**config.mk**
```make
export PLATFORM = sky130hd
export DESIGN_NAME = msg_unit_top
export DESIGN_NICKNAME = d
export VERILOG_FILES = /design/src/rtl/msg_unit_pkg.sv /design/src/rtl/msg_slot.sv /design/src/rtl/msg_doorbell.sv /design/src/rtl/msg_side.sv /design/src/rtl/msg_unit_top.sv
export SDC_FILE = /design/constraint.sdc
export NUM_CORES = 1
export LEC_CHECK = 0
export BUFFER_PORTS_ARGS = -buffer_cell sky130_fd_sc_hd__buf_2
export CORE_MARGIN = 2
export CORE_UTILIZATION = 25
export CTS_CLUSTER_DIAMETER = 200
export DETAILED_ROUTE_END_ITERATION = 16
export PLACE_DENSITY = 0.46
export SLEW_MARGIN = 10
export SYNTH_ARGS = -nofsm -noshare
export SYNTH_HDL_FRONTEND = slang
export SYNTH_SLANG_ARGS = --single-unit
```
**constraint.sdc**
```tcl
create_clock -name clk -period 2.8 [get_ports clk]
set_input_delay 0.42 -clock clk [delete_from_list [all_inputs] [get_ports clk]]
set_output_delay 0.42 -clock clk [all_outputs]
set_load 0.01 [all_outputs]
```
**src/rtl/msg_unit_pkg.sv**
```systemverilog
package msg_unit_pkg;
    localparam int NSLOT    = 4;
    localparam int DW       = 32;
    localparam int AW       = 6;
    localparam int TE_LSB   = 20;
    localparam int RF_LSB   = 24;
    localparam int GP_LSB   = 28;
    localparam int RQ_LSB   = 16;
    localparam int PEER_BIT = 9;
    localparam int ENW      = 3 * NSLOT;

    typedef enum logic {SLOT_EMPTY, SLOT_FULL} slot_st_t;
    typedef enum logic [1:0] {DB_IDLE, DB_RING, DB_PEND} db_st_t;

    // slot n sits at the highest bit of its field, so fields are mirrored
    function automatic logic [NSLOT-1:0] mirror(input logic [NSLOT-1:0] v);
        logic [NSLOT-1:0] r;
        for (int i = 0; i < NSLOT; i++) r[NSLOT-1-i] = v[i];
        return r;
    endfunction
endpackage

```
**src/rtl/msg_slot.sv**
```systemverilog
module msg_slot
    import msg_unit_pkg::*;
#(
    parameter int W = DW
) (
    input  logic         clk,
    input  logic         rst_n,
    input  logic         wr,
    input  logic         rd,
    input  logic [W-1:0] wdata,
    output logic         full,
    output logic [W-1:0] data
);
    slot_st_t st, st_nx;

    always_ff @(posedge clk or negedge rst_n) begin
        if (!rst_n) st <= SLOT_EMPTY;
        else        st <= st_nx;
    end

    always_comb begin
        st_nx = st;
        unique case (st)
            SLOT_EMPTY: if (wr) st_nx = SLOT_FULL;
            SLOT_FULL:  if (!wr && rd) st_nx = SLOT_EMPTY;
            default:    st_nx = SLOT_EMPTY;
        endcase
    end

    always_ff @(posedge clk or negedge rst_n) begin
        if (!rst_n)  data <= '0;
        else if (wr) data <= wdata;
    end

    always_comb full = (st == SLOT_FULL);
endmodule

```
**src/rtl/msg_doorbell.sv**
```systemverilog
module msg_doorbell
    import msg_unit_pkg::*;
(
    input  logic clk,
    input  logic rst_n,
    input  logic ring,
    input  logic clear,
    output logic req,
    output logic pend
);
    db_st_t st, st_nx;

    always_ff @(posedge clk or negedge rst_n) begin
        if (!rst_n) st <= DB_IDLE;
        else        st <= st_nx;
    end

    always_comb begin
        st_nx = st;
        unique case (st)
            DB_IDLE: if (ring) st_nx = DB_RING;
            DB_RING: st_nx = DB_PEND;
            DB_PEND: if (clear) st_nx = ring ? DB_RING : DB_IDLE;
            default: st_nx = DB_IDLE;
        endcase
    end

    always_comb begin
        req  = (st == DB_RING);
        pend = (st == DB_PEND);
    end
endmodule

```
**src/rtl/msg_side.sv**
```systemverilog
module msg_side
    import msg_unit_pkg::*;
(
    input  logic                      clk,
    input  logic                      rst_n,
    input  logic                      side_rst,
    input  logic                      wr_en,
    input  logic                      rd_en,
    input  logic [AW-1:0]             addr,
    input  logic [DW-1:0]             wdata,
    input  logic [NSLOT-1:0]          tx_full,
    input  logic [NSLOT-1:0]          rx_full,
    input  logic [NSLOT-1:0][DW-1:0]  rx_data,
    input  logic [NSLOT-1:0]          db_in_pend,
    input  logic [NSLOT-1:0]          db_out_req,
    input  logic                      peer_rst,
    output logic [DW-1:0]             rdata,
    output logic                      irq,
    output logic [NSLOT-1:0]          tx_wr,
    output logic [NSLOT-1:0]          rx_rd,
    output logic [NSLOT-1:0]          db_ring,
    output logic [NSLOT-1:0]          db_clear,
    output logic [ENW-1:0]            en
);
    localparam int WW    = AW - 2;
    localparam int W_ST  = 2 * NSLOT;
    localparam int W_CT  = 2 * NSLOT + 1;

    logic [WW-1:0]    word;
    logic [NSLOT-1:0] is_tx, is_rx;
    logic             is_st, is_ct;
    logic [DW-1:0]    stat, ctrl;

    always_comb begin
        word  = addr[AW-1:2];
        is_st = (word == WW'(W_ST));
        is_ct = (word == WW'(W_CT));
        for (int i = 0; i < NSLOT; i++) begin
            is_tx[i] = (word == WW'(i));
            is_rx[i] = (word == WW'(NSLOT + i));
        end
        tx_wr    = wr_en ? is_tx : '0;
        rx_rd    = rd_en ? is_rx : '0;
        db_ring  = (wr_en && is_ct) ? mirror(wdata[RQ_LSB +: NSLOT]) : '0;
        db_clear = (wr_en && is_st) ? mirror(wdata[GP_LSB +: NSLOT]) : '0;
    end

    always_ff @(posedge clk or negedge rst_n) begin
        if (!rst_n)               en <= '0;
        else if (side_rst)        en <= '0;
        else if (wr_en && is_ct)  en <= wdata[TE_LSB +: ENW];
    end

    always_comb begin
        stat = '0;
        stat[TE_LSB +: NSLOT] = mirror(~tx_full);
        stat[RF_LSB +: NSLOT] = mirror(rx_full);
        stat[GP_LSB +: NSLOT] = mirror(db_in_pend);
        stat[PEER_BIT]        = peer_rst;
        ctrl = '0;
        ctrl[TE_LSB +: ENW]   = en;
        ctrl[RQ_LSB +: NSLOT] = mirror(db_out_req);
        irq  = |(stat[TE_LSB +: ENW] & en);
    end

    always_comb begin
        rdata = '0;
        if (is_st) rdata = stat;
        if (is_ct) rdata = ctrl;
        for (int i = 0; i < NSLOT; i++)
            if (is_rx[i]) rdata = rx_data[i];
    end
endmodule

```
**src/rtl/msg_unit_top.sv**
```systemverilog
module msg_unit_top
    import msg_unit_pkg::*;
(
    input  logic          clk,
    input  logic          rst_n,
    input  logic          a_side_rst,
    input  logic          a_wr_en,
    input  logic          a_rd_en,
    input  logic [AW-1:0] a_addr,
    input  logic [DW-1:0] a_wdata,
    output logic [DW-1:0] a_rdata,
    output logic          a_irq,
    input  logic          b_side_rst,
    input  logic          b_wr_en,
    input  logic          b_rd_en,
    input  logic [AW-1:0] b_addr,
    input  logic [DW-1:0] b_wdata,
    output logic [DW-1:0] b_rdata,
    output logic          b_irq
);
    logic [NSLOT-1:0]         a_tx_wr, a_rx_rd, a_db_ring, a_db_clear;
    logic [NSLOT-1:0]         b_tx_wr, b_rx_rd, b_db_ring, b_db_clear;
    logic [NSLOT-1:0]         a2b_full, b2a_full;
    logic [NSLOT-1:0][DW-1:0] a2b_data, b2a_data;
    logic [NSLOT-1:0]         a_req, b_req, a_pend, b_pend;
    logic [ENW-1:0]           a_en, b_en;

    for (genvar i = 0; i < NSLOT; i++) begin : g_lane
        msg_slot u_a2b (.clk(clk), .rst_n(rst_n), .wr(a_tx_wr[i]), .rd(b_rx_rd[i]),
                        .wdata(a_wdata), .full(a2b_full[i]), .data(a2b_data[i]));
        msg_slot u_b2a (.clk(clk), .rst_n(rst_n), .wr(b_tx_wr[i]), .rd(a_rx_rd[i]),
                        .wdata(b_wdata), .full(b2a_full[i]), .data(b2a_data[i]));
        msg_doorbell u_dab (.clk(clk), .rst_n(rst_n), .ring(a_db_ring[i]),
                            .clear(b_db_clear[i]), .req(a_req[i]), .pend(b_pend[i]));
        msg_doorbell u_dba (.clk(clk), .rst_n(rst_n), .ring(b_db_ring[i]),
                            .clear(a_db_clear[i]), .req(b_req[i]), .pend(a_pend[i]));
    end

    msg_side u_side_a (
        .clk(clk), .rst_n(rst_n), .side_rst(a_side_rst), .wr_en(a_wr_en), .rd_en(a_rd_en),
        .addr(a_addr), .wdata(a_wdata), .tx_full(a2b_full), .rx_full(b2a_full),
        .rx_data(b2a_data), .db_in_pend(a_pend), .db_out_req(a_req), .peer_rst(b_side_rst),
        .rdata(a_rdata), .irq(a_irq), .tx_wr(a_tx_wr), .rx_rd(a_rx_rd),
        .db_ring(a_db_ring), .db_clear(a_db_clear), .en(a_en));

    msg_side u_side_b (
        .clk(clk), .rst_n(rst_n), .side_rst(b_side_rst), .wr_en(b_wr_en), .rd_en(b_rd_en),
        .addr(b_addr), .wdata(b_wdata), .tx_full(b2a_full), .rx_full(a2b_full),
        .rx_data(a2b_data), .db_in_pend(b_pend), .db_out_req(b_req), .peer_rst(a_side_rst),
        .rdata(b_rdata), .irq(b_irq), .tx_wr(b_tx_wr), .rx_rd(b_rx_rd),
        .db_ring(b_db_ring), .db_clear(b_db_clear), .en(b_en));
endmodule

```
---- Word level (Yosys, flattened, before mapping) ----
Index checks and enable logic that the tools add are counted.
word-level totals
  input bits .............................. 84
  output and inout port bits .............. 66
  bits in registers ....................... 304
  logic and storage cells ................. 210
cells by class
  reduce and logical (&&, ||, !) cells .... 42
  multiplexer cells ....................... 80
  eq/ne operators ......................... 50
  bitwise gates (word level) .............. 12
operator list
  operator                                                          count
  32-bit 2-to-1 mux                                                 12
  12-bit 2-to-1 mux                                                 4
  2-bit case mux with 3 select lines                                8
  4-bit by 3-bit == test with 1-bit output (second input constant)  8
  2-bit 2-to-1 mux                                                  16
  4-bit 2-to-1 mux                                                  8
  2-bit inequality test (second input constant)                     16
  12-bit bitwise AND                                                2
  1-bit 2-to-1 mux                                                  24
  12-bit OR reduction                                               2
  2-bit by 1-bit == test with 1-bit output (second input constant)  8
  2-bit == test (second input constant)                             8
  4-bit by 2-bit == test with 1-bit output (second input constant)  4
  4-bit == test (second input constant)                             4
  2-bit logical NOT                                                 8
  1-bit case mux with 2 select lines                                8
  2-bit AND reduction                                               8
  1-bit logical AND                                                 12
  4-bit by 1-bit == test with 1-bit output (second input constant)  2
  1-bit logical NOT                                                 8
  4-bit logical NOT                                                 2
  1-bit inverter                                                    8
  4-bit inverter                                                    2
  2-bit nonzero test                                                2

---- Depth between registers and ports, before layout ----
  depth after elaboration ................. 7
  mapped depth ............................ 8
  mapped depth without buffers ............ 4

---- By module ----
Synthesis repeated with hierarchy kept, for this count alone.
unflattened totals
  cells, all modules ...................... 1154
  area, all modules ....................... 15627.5 um^2
modules (own cells, without submodules)
  module        sequential area each (um^2)  times used  area each (um^2)  cells an instance
  msg_slot      825.8                        8           1377.6            71
  msg_side      300.3                        2           1963.1            261
  msg_doorbell  50.0                         8           85.1              8

---- Least setup slack after synthesis ----
Ideal clock, no wire load.
  kind .................................... in2out
  start ................................... in b_addr[3]
  end ..................................... out b_rdata[16]
  required time ........................... 2380 ps
  stages .................................. 7
  setup slack ............................. 897 ps
  buffers on the path ..................... 3
  arrival ................................. 1483 ps
  path through ............................ buf_2 -> nor2b_1 -> buf_2 -> clkbuf_1 -> a21oi_1 -> o21ai_0 -> a22o_1
between the ends
  cells in the longest elaborated chain, start to end .. 6
  elaborated cells between the ends (all ways) .. 10
  those cells by class .................... 5 x eq/ne; 5 x mux
ends and longest elaborated chain
  item                             line                source
  from (decl)                      msg_unit_top.sv:16  input logic [AW-1:0] b_addr,
  4-bit == test                    msg_side.sv:37      is_ct = (word == WW'(W_CT));
  32-bit 2-to-1 mux                msg_side.sv:69      if (is_ct) rdata = ctrl;
  32-bit 2-to-1 mux (3 in series)  msg_side.sv:71      if (is_rx[i]) rdata = rx_data[i];
  32-bit 2-to-1 mux (*)            msg_side.sv:71
  to (decl)                        msg_unit_top.sv:18  output logic [DW-1:0] b_rdata,
Mark *: on every way between the ends. The rest lies on a longest branch, timed or not.

---- Final worst setup path ----
  start ................................... reg g_lane[2].u_dab.st[0]
  end ..................................... out b_irq
between the ends
  cells in the longest elaborated chain, start to end .. 3
ends and longest elaborated chain
  item                    line                source
  from (decl)             msg_doorbell.sv:11  db_st_t st, st_nx;
  from (signal assigned)  msg_doorbell.sv:15  else st <= st_nx;
  2-bit == test           msg_doorbell.sv:30  pend = (st == DB_PEND);
  12-bit bitwise AND      msg_side.sv:63      irq = |(stat[TE_LSB +: ENW] & en);
  12-bit OR reduction     msg_side.sv:63
  to (decl)               msg_unit_top.sv:19  output logic b_irq
No other way between the ends.

==> summary.txt <==
Critical path
  • Crit end category: primary output
  • CP Launch Type: flip-flop
  • Crit path max fanout: 4
  • Arrival time at the worst endpoint: 2.13 ns
  • Worst EP required: 2.38 ns
  • CP Class: reg2out

Clocking
  • Clock Tree Root: clkbuf_16
  • Clock Latency Late Sink: 0.55 ns
  • Clk buf depth: 3
  • CTS tree: yes
  • CTS clk-pin slew, worst paths: 0.06 ns
  • H-tree levels: 2
  • Num CTS Buffers: 38
  • Clock Sinks: 304

Yosys
  • Synth cell types: 44
  • Cell with the most instances after synthesis: dfrtp_1
  • Synth top cells by count: dfrtp_1 (304), mux2_2 (255), nand2_1 (100), a21oi_1 (79), o21ai_0 (54)
  • FFs w/ async S/R, synth: 1.00
  • Seq cells post-synth: 304
  • Syn Inst Count: 1160
  • Synth warnings: 0
  • Synth area leader: dfrtp_1
  • Synth Flop Type: dfrtp_1
  • Post-synthesis cell area: 14400 µm²
  • Register area share after synthesis: 0.529
  • Synth top area share: 0.529
  • Mean cell area of the mapped netlist: 12.4 µm²
  • Ranking of synthesized cells by area: dfrtp_1 (53%), mux2_2 (20%), mux4_2 (4.7%)
  • Number of flops mapped to enable cells by yosys: 0
  • Syn Nets: 1244

Timing
  • Setup TNS: 0 ns
  • Clk_skew: 0.000804 ns
  • Rel. slew slack: 0.509
  • Worst-Margin Slew: 0.726 ns
  • Period utilisation layout: 0.909
  • RSZ-0062 raised after global routing: no
  • Slew Limit Fails: 0
  • Final Hold Vio Count: 0
  • Fmax: 393 MHz
  • Minimum clock period: 2.55 ns
  • # setup viols final: 0

Global routing
  • Number of global-route vias before repair: 10200
  • First-pass GRT wire length: 64900 µm
  • GRT Resource Usage Total: 0.142
  • Initial antenna violation count: 11
  • Grt total ovfl: 0
  • Largest net degree at the start of global routing: 75

Routing
  • Drt pass-1 iters: 5
  • Drt wl/cell: 20.1 µm
  • Routed vias/inst: 4.65
  • ANT nets after route: 0
  • DRC viols: 0
  • Initial drt markers: 495
  • WL final: 42000 µm
  • Vias post-DR: 9709

Floorplanning
  • Die span in y: 244 µm
  • Die Width: 244 µm
  • Core area: 56600 µm²
  • Row count: 87
  • Initial Util: 0.254
  • Top Ports: 150
  • Die Area: 59500 µm²

Placed design
  • Post-Place Cells: 2020
  • GPL Wtd Cong: 0.764
  • Buffers on Ports: 145
  • Dpl hpwl: 28500 µm
  • Placed instance area: 16100 µm²

Cells and area
  • Net count reported at finish: 1389
  • Finished Cell Area: 17300 µm²
  • Non-filler instance count after layout: 2087
  • Area Growth Syn to Fin: 19.9%
  • Layout cells sized above 1: 0.406

Flow run
  • Max cap viols: 0

Pwr
  • Peak VDD IR: 0.436 mV
  • Power Density: 722 nW/µm²
  • Lkg Pwr: 7.55 nW
  • Total Power: 12.5 mW

Run status
  • Status: complete, no violations

Hold path
  • HP Class: in2reg
==> final timing paths <==
kind	from	endpoint	slack (ns)	depth (start not counted)
setup / recovery	g_lane[2].u_dab.st[0]	b_irq	0.25	5
hold / removal	a_wdata[19]	g_lane[3].u_a2b.data[19]	0.12	2
setup reg to reg	g_lane[2].u_dab.st[0]	g_lane[2].u_dab.st[1]	1.82	3
hold reg to reg	g_lane[3].u_dba.st[1]	g_lane[3].u_dba.st[0]	0.47	1
max in group asynchronous	rst_n	g_lane[1].u_b2a.data[15]	1.46	3
min in group asynchronous	rst_n	g_lane[3].u_a2b.data[14]	0.44	2
==> area by class of cell <==
class | count | area [µm²]
fillers | 5840 | 39300
multi-input cells | 745 | 6260
flip-flops and latches | 304 | 7610
well taps | 756 | 946
diodes | 2 | 5.00
clock inverters | 9 | 76.3
inverters | 31 | 116
clock buffers | 55 | 1090
repair buffers | 185 | 1160
==> metal layers <==
metal,GRT usage,up-vias,part of all wire
li1,-,4478,-
met1,0.189,5001,0.46
met2,0.227,152,0.47
met3,0.0404,62,0.057
met4,0.0348,16,0.015
met5,0,-,0.0024
==> layout by cell type, fill, tap and decap left out, types with 11 or more instances in the layout <==
cell and count:
o22ai_1 14, mux2_2 255, inv_1 31, o21ai_0 54, mux4_2 30, a32oi_1 12
mux2i_1 17, a22oi_1 23, clkbuf_1 11, nand2_1 98, a21oi_1 79, dfrtp_1 304
buf_2 144, nor2b_1 28, buf_4 29, clkbuf_16 39, nor2_1 24, and2_1 16
==> timing repair <==
item,4_1_cts,5_1_grt
endpoints found under the setup margin,1,0
hold buffers,1,0
setup buffers,0,0
hold endpoints to repair,67,0
gates resized for setup,1,0
==> state kept, by name (all words and copies together), names as in the netlist <==
name and flops:
g_lane.u_a2b.data 128, g_lane.u_a2b.full 4, g_lane.u_b2a.data 128, g_lane.u_b2a.full 4, g_lane.u_dab.st 8, g_lane.u_dba.st 8, u_side_a.en 12, u_side_b.en 12
==> power breakdown <==
| part | switching (mW) | internal [mW] |
|---|---|---|
| clock network | 1.92 | 2.69 |
| logic | 0.884 | 1.17 |
| registers | 0.478 | 5.32 |
| total | 3.29 | 9.18 |
==> through the flow <==
| stage | worst slack, ns | hold slack [ns] | util |
|---|---|---|---|
| after global routing | 0.108 | 0.107 | 0.305 |
| after global placement | 0.328 | 0.436 | 0.284 |
| after CTS | 0.132 | 0.0851 | 0.305 |
| after detailed placement | 0.329 | 0.447 | 0.284 |
| after floorplan | 0.897 | 0.124 | - |
| final | 0.255 | 0.124 | 0.305 |
==> worst max-delay path: stages (launching register included) <==
cell and delay, ns:
dfrtp_1 0.40, nand2b_1 0.26, o22ai_1 0.15, a311oi_2 0.36
nand4_1 0.21, buf_2 0.19
==> cells by family after synthesis <==
kind of cell,share of synthesized area
muxes,0.259
DFF,0.529
AOI/OAI and AO/OA,0.100
and+or+nand+nor,0.0737
buffers and inverters,0.0385
Power figures use the tool's default switching activity.
